<file path="src/rtl/txd_pkg.sv">
package txd_pkg;
    typedef enum logic [1:0] {
        ST_IDLE,
        ST_DREQ,
        ST_XFER
    } txd_state_t;
endpackage

</file>
<file path="src/rtl/txd_ring_ptr.sv">
module txd_ring_ptr #(
    parameter int RING  = 8,
    parameter int IDX_W = (RING > 1) ? $clog2(RING) : 1
) (
    input  logic             clk,
    input  logic             rst_n,
    input  logic             adv,
    input  logic             mark,
    input  logic             rewind,
    output logic [IDX_W-1:0] cur_idx,
    output logic [IDX_W-1:0] first_idx
);
    localparam logic [IDX_W-1:0] LAST = IDX_W'(RING - 1);

    logic [IDX_W-1:0] cur_q, first_q;

    always_ff @(posedge clk or negedge rst_n) begin
        if (!rst_n) begin
            cur_q   <= '0;
            first_q <= '0;
        end else begin
            if (rewind)
                cur_q <= first_q;
            else if (adv)
                cur_q <= (cur_q == LAST) ? '0 : cur_q + 1'b1;
            if (mark)
                first_q <= cur_q;
        end
    end

    assign cur_idx   = cur_q;
    assign first_idx = first_q;

    // wrap after the last ring entry
    a_r4_ring_wrap: assert property (@(posedge clk) disable iff (!rst_n)
        (adv && !rewind && cur_q == LAST) |=> (cur_q == '0));
endmodule

</file>
<file path="src/rtl/txd_err_track.sv">
module txd_err_track (
    input  logic clk,
    input  logic rst_n,
    input  logic err_set,
    input  logic used_hit,
    input  logic frame_end_ack,
    output logic err_pulse,
    output logic used_pulse,
    output logic bad_fcs
);
    always_ff @(posedge clk or negedge rst_n) begin
        if (!rst_n) begin
            err_pulse  <= 1'b0;
            used_pulse <= 1'b0;
            bad_fcs    <= 1'b0;
        end else begin
            err_pulse  <= err_set;
            used_pulse <= used_hit;
            if (err_set)
                bad_fcs <= 1'b1;
            else if (frame_end_ack)
                bad_fcs <= 1'b0;
        end
    end

    // error status lasts one cycle
    a_r6_err_one_cycle: assert property (@(posedge clk) disable iff (!rst_n)
        err_pulse |=> !err_pulse);
    // corrupt-FCS request held until acknowledged
    a_r6_fcs_held: assert property (@(posedge clk) disable iff (!rst_n)
        (bad_fcs && !frame_end_ack) |=> bad_fcs);
    // used-read status lasts one cycle
    a_r5_used_one_cycle: assert property (@(posedge clk) disable iff (!rst_n)
        used_pulse |=> !used_pulse);
endmodule

</file>
<file path="src/rtl/txd_seq.sv">
module txd_seq
    import txd_pkg::*;
#(
    parameter int RING  = 8,
    parameter int AW    = 32,
    parameter int LW    = 14,
    parameter int IDX_W = (RING > 1) ? $clog2(RING) : 1
) (
    input  logic             clk,
    input  logic             rst_n,
    input  logic             start_i,
    input  logic             halt_i,
    output logic             desc_req_o,
    output logic [IDX_W-1:0] desc_idx_o,
    input  logic             desc_ack_i,
    input  logic [AW-1:0]    desc_addr_i,
    input  logic [LW-1:0]    desc_len_i,
    input  logic             desc_used_i,
    input  logic             desc_eof_i,
    output logic             fetch_valid_o,
    output logic [AW-1:0]    fetch_addr_o,
    output logic [LW-1:0]    fetch_len_o,
    output logic             fetch_last_o,
    input  logic             fetch_done_i,
    input  logic             collision_i,
    input  logic             frame_end_ack_i,
    output logic             go_o,
    output logic             err_pulse_o,
    output logic             used_read_o,
    output logic             bad_fcs_o
);
    txd_state_t st_q, st_d;

    logic             go_q, halt_pend_q, in_frame_q, in_frame_d;
    logic [AW-1:0]    addr_q;
    logic [LW-1:0]    len_q;
    logic             eof_q;
    logic             ptr_adv, ptr_mark, ptr_rew;
    logic             go_clr, err_set, used_hit, halt_done, buf_load;
    logic [IDX_W-1:0] cur_idx, first_idx;

    // State and frame-tracking registers
    always_ff @(posedge clk or negedge rst_n) begin
        if (!rst_n) begin
            st_q        <= ST_IDLE;
            go_q        <= 1'b0;
            halt_pend_q <= 1'b0;
            in_frame_q  <= 1'b0;
            addr_q      <= '0;
            len_q       <= '0;
            eof_q       <= 1'b0;
        end else begin
            st_q       <= st_d;
            in_frame_q <= in_frame_d;
            if (go_clr)
                go_q <= 1'b0;
            else if (start_i)
                go_q <= 1'b1;
            if (halt_i)
                halt_pend_q <= 1'b1;
            else if (halt_done || start_i)
                halt_pend_q <= 1'b0;
            if (buf_load) begin
                addr_q <= desc_addr_i;
                len_q  <= desc_len_i;
                eof_q  <= desc_eof_i;
            end
        end
    end

    // Next state and control
    always_comb begin
        st_d       = st_q;
        in_frame_d = in_frame_q;
        ptr_adv    = 1'b0;
        ptr_mark   = 1'b0;
        ptr_rew    = 1'b0;
        go_clr     = 1'b0;
        err_set    = 1'b0;
        used_hit   = 1'b0;
        halt_done  = 1'b0;
        buf_load   = 1'b0;
        unique case (st_q)
            ST_IDLE: begin
                if (halt_pend_q) begin
                    go_clr    = 1'b1;
                    halt_done = 1'b1;
                end else if (go_q) begin
                    st_d = ST_DREQ;
                end
            end
            ST_DREQ: begin
                if (halt_pend_q && !in_frame_q) begin
                    go_clr    = 1'b1;
                    halt_done = 1'b1;
                    st_d      = ST_IDLE;
                end else if (desc_ack_i) begin
                    if (desc_used_i) begin
                        st_d   = ST_IDLE;
                        go_clr = 1'b1;
                        if (in_frame_q) begin
                            err_set    = 1'b1;
                            ptr_rew    = 1'b1;
                            in_frame_d = 1'b0;
                        end else begin
                            used_hit = 1'b1;
                        end
                    end else begin
                        buf_load   = 1'b1;
                        ptr_mark   = !in_frame_q;
                        in_frame_d = 1'b1;
                        st_d       = ST_XFER;
                    end
                end
            end
            ST_XFER: begin
                if (collision_i) begin
                    ptr_rew    = 1'b1;
                    in_frame_d = 1'b0;
                    st_d       = ST_DREQ;
                end else if (fetch_done_i) begin
                    ptr_adv = 1'b1;
                    st_d    = ST_DREQ;
                    if (eof_q) begin
                        in_frame_d = 1'b0;
                        if (halt_pend_q) begin
                            go_clr    = 1'b1;
                            halt_done = 1'b1;
                            st_d      = ST_IDLE;
                        end
                    end
                end
            end
            default: st_d = ST_IDLE;
        endcase
    end

    txd_ring_ptr #(.RING(RING), .IDX_W(IDX_W)) u_ptr (
        .clk       (clk),
        .rst_n     (rst_n),
        .adv       (ptr_adv),
        .mark      (ptr_mark),
        .rewind    (ptr_rew),
        .cur_idx   (cur_idx),
        .first_idx (first_idx)
    );

    txd_err_track u_err (
        .clk           (clk),
        .rst_n         (rst_n),
        .err_set       (err_set),
        .used_hit      (used_hit),
        .frame_end_ack (frame_end_ack_i),
        .err_pulse     (err_pulse_o),
        .used_pulse    (used_read_o),
        .bad_fcs       (bad_fcs_o)
    );

    assign desc_req_o    = (st_q == ST_DREQ);
    assign desc_idx_o    = cur_idx;
    assign fetch_valid_o = (st_q == ST_XFER);
    assign fetch_addr_o  = addr_q;
    assign fetch_len_o   = len_q;
    assign fetch_last_o  = eof_q;
    assign go_o          = go_q;

    // no fetch command without transmit-go
    a_r3_fetch_needs_go: assert property (@(posedge clk) disable iff (!rst_n)
        fetch_valid_o |-> go_o);
    // used flag at a frame start stops the engine
    a_r5_used_stops: assert property (@(posedge clk) disable iff (!rst_n)
        used_read_o |-> (!go_o && !desc_req_o && !fetch_valid_o));
    // an error leaves the engine stopped with corrupt FCS requested
    a_r6_err_stops: assert property (@(posedge clk) disable iff (!rst_n)
        err_pulse_o |-> (bad_fcs_o && !go_o));
    // collision re-requests the frame's first descriptor
    a_r8_collision_rewind: assert property (@(posedge clk) disable iff (!rst_n)
        (fetch_valid_o && collision_i) |=> (desc_req_o && go_o && desc_idx_o == $past(first_idx)));
endmodule

</file>
<file path="config.mk">
export PLATFORM = sky130hd
export DESIGN_NAME = txd_seq
export DESIGN_NICKNAME = d
export VERILOG_FILES = /design/src/rtl/txd_pkg.sv /design/src/rtl/txd_ring_ptr.sv /design/src/rtl/txd_err_track.sv /design/src/rtl/txd_seq.sv
export SDC_FILE = /design/constraint.sdc
export NUM_CORES = 1
export LEC_CHECK = 0
export ABC_AREA = 1
export BUFFER_PORTS_ARGS = -buffer_cell sky130_fd_sc_hd__buf_2
export CAP_MARGIN = 10
export CORE_ASPECT_RATIO = 1.2
export CORE_MARGIN = 8
export CORE_UTILIZATION = 43
export CTS_CLUSTER_DIAMETER = 80
export DETAILED_ROUTE_END_ITERATION = 7
export PLACE_DENSITY = 0.73
export SYNTH_ARGS = -nofsm -noshare
export SYNTH_HDL_FRONTEND = slang
export SYNTH_SLANG_ARGS = --single-unit
</file>
<file path="constraint.sdc">
create_clock -name clk -period 1.4 [get_ports clk]
set_input_delay 0.14 -clock clk [delete_from_list [all_inputs] [get_ports clk]]
set_output_delay 0.14 -clock clk [all_outputs]
set_load 0.02 [all_outputs]
</file>
==> impl.org <==
** Synthesis
- The largest total area in the synthesized netlist belongs to sky130_fd_sc_hd__dfrtp_1.
- After synthesis, the netlist uses 21 different library cells.
- Mean post-synth cell area :: 8.80 sq um
- Sequential-to-total area share from yosys stat :: 0.559
- Synthesis produced a netlist whose cell count is 310.
- Post-synthesis sequential element count :: 61
- Synthesis produced a netlist with a net count of 372.
- Netlist area before placement :: 0.00273 sq mm
- The share of synthesized area in the top cell type comes to 0.559.
- Synth top area cells :: sky130_fd_sc_hd__dfrtp_1, sky130_fd_sc_hd__nand2_1, sky130_fd_sc_hd__inv_1
- The Yosys step of the flow raised 0 warnings.

** Placed design
- Post-DP HPWL :: 4790 um
- Final Wtd Congestion :: 0.853
- Port Buffers :: 111

** Critical path
- Flop2flop setup slack :: -0.01 ns
- Slowest-stage cell, CP :: sky130_fd_sc_hd__dfrtp_1
- Data on the critical path is required at its endpoint by 1.61 ns.
- Counting both buffers and inverters, the worst setup path holds a total of 3.
- Maximum fanout along the worst path :: 13
- Broken down by cell family, the worst path's largest delay share belongs to buffers and inverters.
- The worst setup path is captured at a register.
- The critical path is of the reg -> reg type.
- Traced cell by cell, the critical path runs through inv_2 -> ha_4 -> nand3_4 -> buf_12 -> clkbuf_16 -> nand2_1 -> o21ai_1.
- For the worst flop-to-flop path, the logic depth is 7.
- In this run the critical register-to-register path is captured at fetch_addr_o[2].
- WP data arrival :: 1.62 ns
- Delay of the slowest critical-path stage :: 0.43 ns
- Nature of the critical path startpoint :: register
- The startpoint identified for the worst register-to-register timing path is st_q[1].

** STA
- Final setup vio count :: 1
- The smallest clock period supported by the final layout is computed as 1.41 ns.
- The max-slew violation count came to 0.
- In the post-route analysis, the smallest setup slack over all paths is -0.0141 ns.
- Across all hold checks on the routed design, the worst slack comes to 0.0312 ns.
- F_max :: 0.707 GHz
- At the pin with the least slew margin, the transition time is 0.314 ns.
- The clock arrives with 0.00704 ns of skew.
- Max-slew headroom :: 0.790
- Dividing the final minimum period by the clock period gives 1.01.
- Final Hold Viols :: 0
- Setup repair after global routing could not meet its margin everywhere.

** Pwr
- The share of total power dissipated in the clock network is 0.207.
- Of the total power, combinational logic draws 0.448.
- Of the total power, registers draw 0.346.
- Summed over all cells, the static leakage comes to 0.00224 uW.
- IR analysis of the VDD net gives a maximum drop of 0.00138 V.
- In this run the power spent charging and discharging nets is 3740 uW.
- Of the total power, the share spent switching nets is 0.407.
- The internal portion of the total power is 5440 uW.
- Pwr/cell area :: 2340 mW/mm^2

** Global routing
- The total overflow left after global routing is 0.
- The via count of the first global-routing pass came to 2403.
- Overall Global Routing Usage :: 0.150
- Largest net degree at the start of global routing :: 62
- The initial antenna violation count is 0.
- The first global-routing pass estimated 10600 um of wire.

** Run status
- The final reports fail on negative setup slack.
- The run finished, with violations left.

** Detailed routing
- Vias per std cell :: 4.59
- Starting DRC count in detailed routing :: 58
- Total via count after detailed routing :: 2434
- Drt pass-1 iters :: 4
- Residual antenna-violating net count after detailed routing :: 0
- Number of remaining DRC errors :: 0
- Drt total wl :: 7260 um
- Dividing the detail-routed wire length by the instance count gives 13.7 um.

** Clock network
- Clock-pin slew was measured on the worst setup and hold paths at 0.07 ns.
- Clk Latency, worst-skew pair :: 0.33 ns
- Clock tree from TritonCTS :: done
- The clock passes through at most 2 buffers.
- Number of clock sinks seen by CTS :: 61
- Clock tree root buffer cell :: sky130_fd_sc_hd__clkbuf_8
- Buffers inserted during clock tree synthesis total 9.
- The clock tree synthesis step divided the H-tree into 3 levels.

** Layout
- Registers take 0.00153 sq mm.
- The layout has 549 filler cells.
- Compared with the post-synthesis result, the final layout area differs by 43.9%.
- The multi-input combinational cells in the finished layout cover a total of 972 sq um.
- Leaving out fill and tap cells, the most frequent cell in the layout is sky130_fd_sc_hd__buf_2.
- Of the cells placed in the final design, the portion with a size suffix greater than 1 is 0.418.
- Number of diodes :: 0
- Final layout net count :: 502
- Utilization of the core after routing :: 0.625
- Commonest cells after routing, fill and taps aside :: sky130_fd_sc_hd__buf_2, sky130_fd_sc_hd__inv_1, sky130_fd_sc_hd__nand2_1

** Floorplanning
- The floorplan has 32 rows.
- The die is 88.7 um wide.
- Die area :: 0.00916 sq mm
- Effective utilization at floorplan :: 0.434
- Core box area :: 0.00629 sq mm
- The floorplan step set the die height to 103 um.
- Number of top-level pins :: 112

** Worst hold path
- Path type of the worst min-delay path :: in -> reg
- Capture endpoint of the worst hold path :: fetch_len_o[5]
- Hold Crit Depth :: 3
- Startpoint of the tightest hold check path :: desc_len_i[5]

** Job
- The tool flagged a number of max-cap violations equal to 0.
==> per-layer routing <==
metal  routed length, um  global-route usage  up-vias
met3                 623              0.0522        8
li1                    -                   -     1216
met4                  94              0.0743        0
met2                3490               0.239       81
met5                   0                   0        -
met1                3050               0.175     1129
==> registers in the layout (all words and copies together) (netlist names), 2 cells and up <==
signal,flops
fetch_addr_o,32
fetch_len_o,14
u_ptr.cur_idx,3
u_ptr.first_idx,3
st_q,2
==> synth_stat cells <==
cell type	number
sky130_fd_sc_hd__inv_1	66
sky130_fd_sc_hd__nor2_4	1
sky130_fd_sc_hd__a21boi_0	1
sky130_fd_sc_hd__nand2_2	2
sky130_fd_sc_hd__buf_6	6
sky130_fd_sc_hd__clkbuf_1	3
sky130_fd_sc_hd__nand2_1	81
sky130_fd_sc_hd__nand3_1	14
sky130_fd_sc_hd__nand3_4	1
sky130_fd_sc_hd__o21ai_0	10
sky130_fd_sc_hd__o21ai_1	34
sky130_fd_sc_hd__nor3_1	1
sky130_fd_sc_hd__nand3b_1	1
sky130_fd_sc_hd__a21oi_1	1
sky130_fd_sc_hd__dfrtp_1	61
sky130_fd_sc_hd__o21ai_2	11
sky130_fd_sc_hd__nor2_1	6
sky130_fd_sc_hd__buf_2	1
sky130_fd_sc_hd__o22ai_1	2
sky130_fd_sc_hd__ha_1	6
sky130_fd_sc_hd__inv_2	1
==> area by class of cell <==
cell class / instances / area share
sequential: 61 / 0.389
clock inverter: 4 / 0.0242
multi-input combinational: 172 / 0.248
tap: 85 / 0.0271
timing repair buffer: 129 / 0.211
inverter: 67 / 0.0641
clock buffer: 12 / 0.0370
==> repair_timing <==
item,CTS,global route
buffers inserted,0,2
endpoints found under the hold margin,62,1
endpoints found under the setup margin,1,57
hold buffers,2,1
gates resized for setup,0,37
gates cloned,0,6
pin swaps,0,5
==> power groups by stage <==
stage	clock, uW	sequential, uW	combinational (uW)
floorplan	0	4060	1470
global placement	0	3100	3710
detailed placement	0	3130	3800
CTS	1940	3110	3810
global route	2010	3290	4550
finish	1900	3170	4110
==> kinds of logic after synthesis <==
logic type               Yosys count  synth area share
flip-flops                        61             0.559
buffers and inverters             77             0.123
AO/OA/AOI/OAI                     59             0.125
adder cells (fa/ha/maj)            6            0.0275
AND/OR/NAND/NOR                  107             0.165
==> worst register-to-register path: cells and delay by family (launching register included) <==
family          cells  cell delay [ns]
flops               1             0.43
simple gates        2             0.16
buf+inv             3             0.45
compound gates      1             0.06
fa+ha+maj           1             0.20
==> per-stage QoR <==
| step | worst slack, ns | total power (uW) | std cells | cell area (sq um) | TNS [ns] |
|---|---|---|---|---|---|
| after floorplan | 0.0215 | 5530 | 310 | 2740 | 0 |
| after global placement | 0.0563 | 6810 | 503 | 3410 | 0 |
| after detailed placement | 0.0156 | 6930 | 503 | 3410 | 0 |
| after CTS | -0.00218 | 8860 | 521 | 3670 | -0.00218 |
| after global routing | -0.0765 | 9840 | 530 | 3930 | -1.50 |
| final | -0.0141 | 9180 | 530 | 3930 | -0.0141 |
==> worst max-delay path by stage <==
stage,start,to,slack [ns],cells after the start
6_report,st_q[1],fetch_addr_o[2],-0.01,7
3_5_place_dp,st_q[1],in_frame_q,0.02,6
5_1_grt,st_q[0],fetch_addr_o[2],-0.08,7
4_1_cts,st_q[0],fetch_valid_o,-0.002,3
2_1_floorplan,st_q[0],halt_pend_q,0.02,9
3_3_place_gp,st_q[0],fetch_len_o[10],0.06,6
Power figures use the tool's default switching activity.
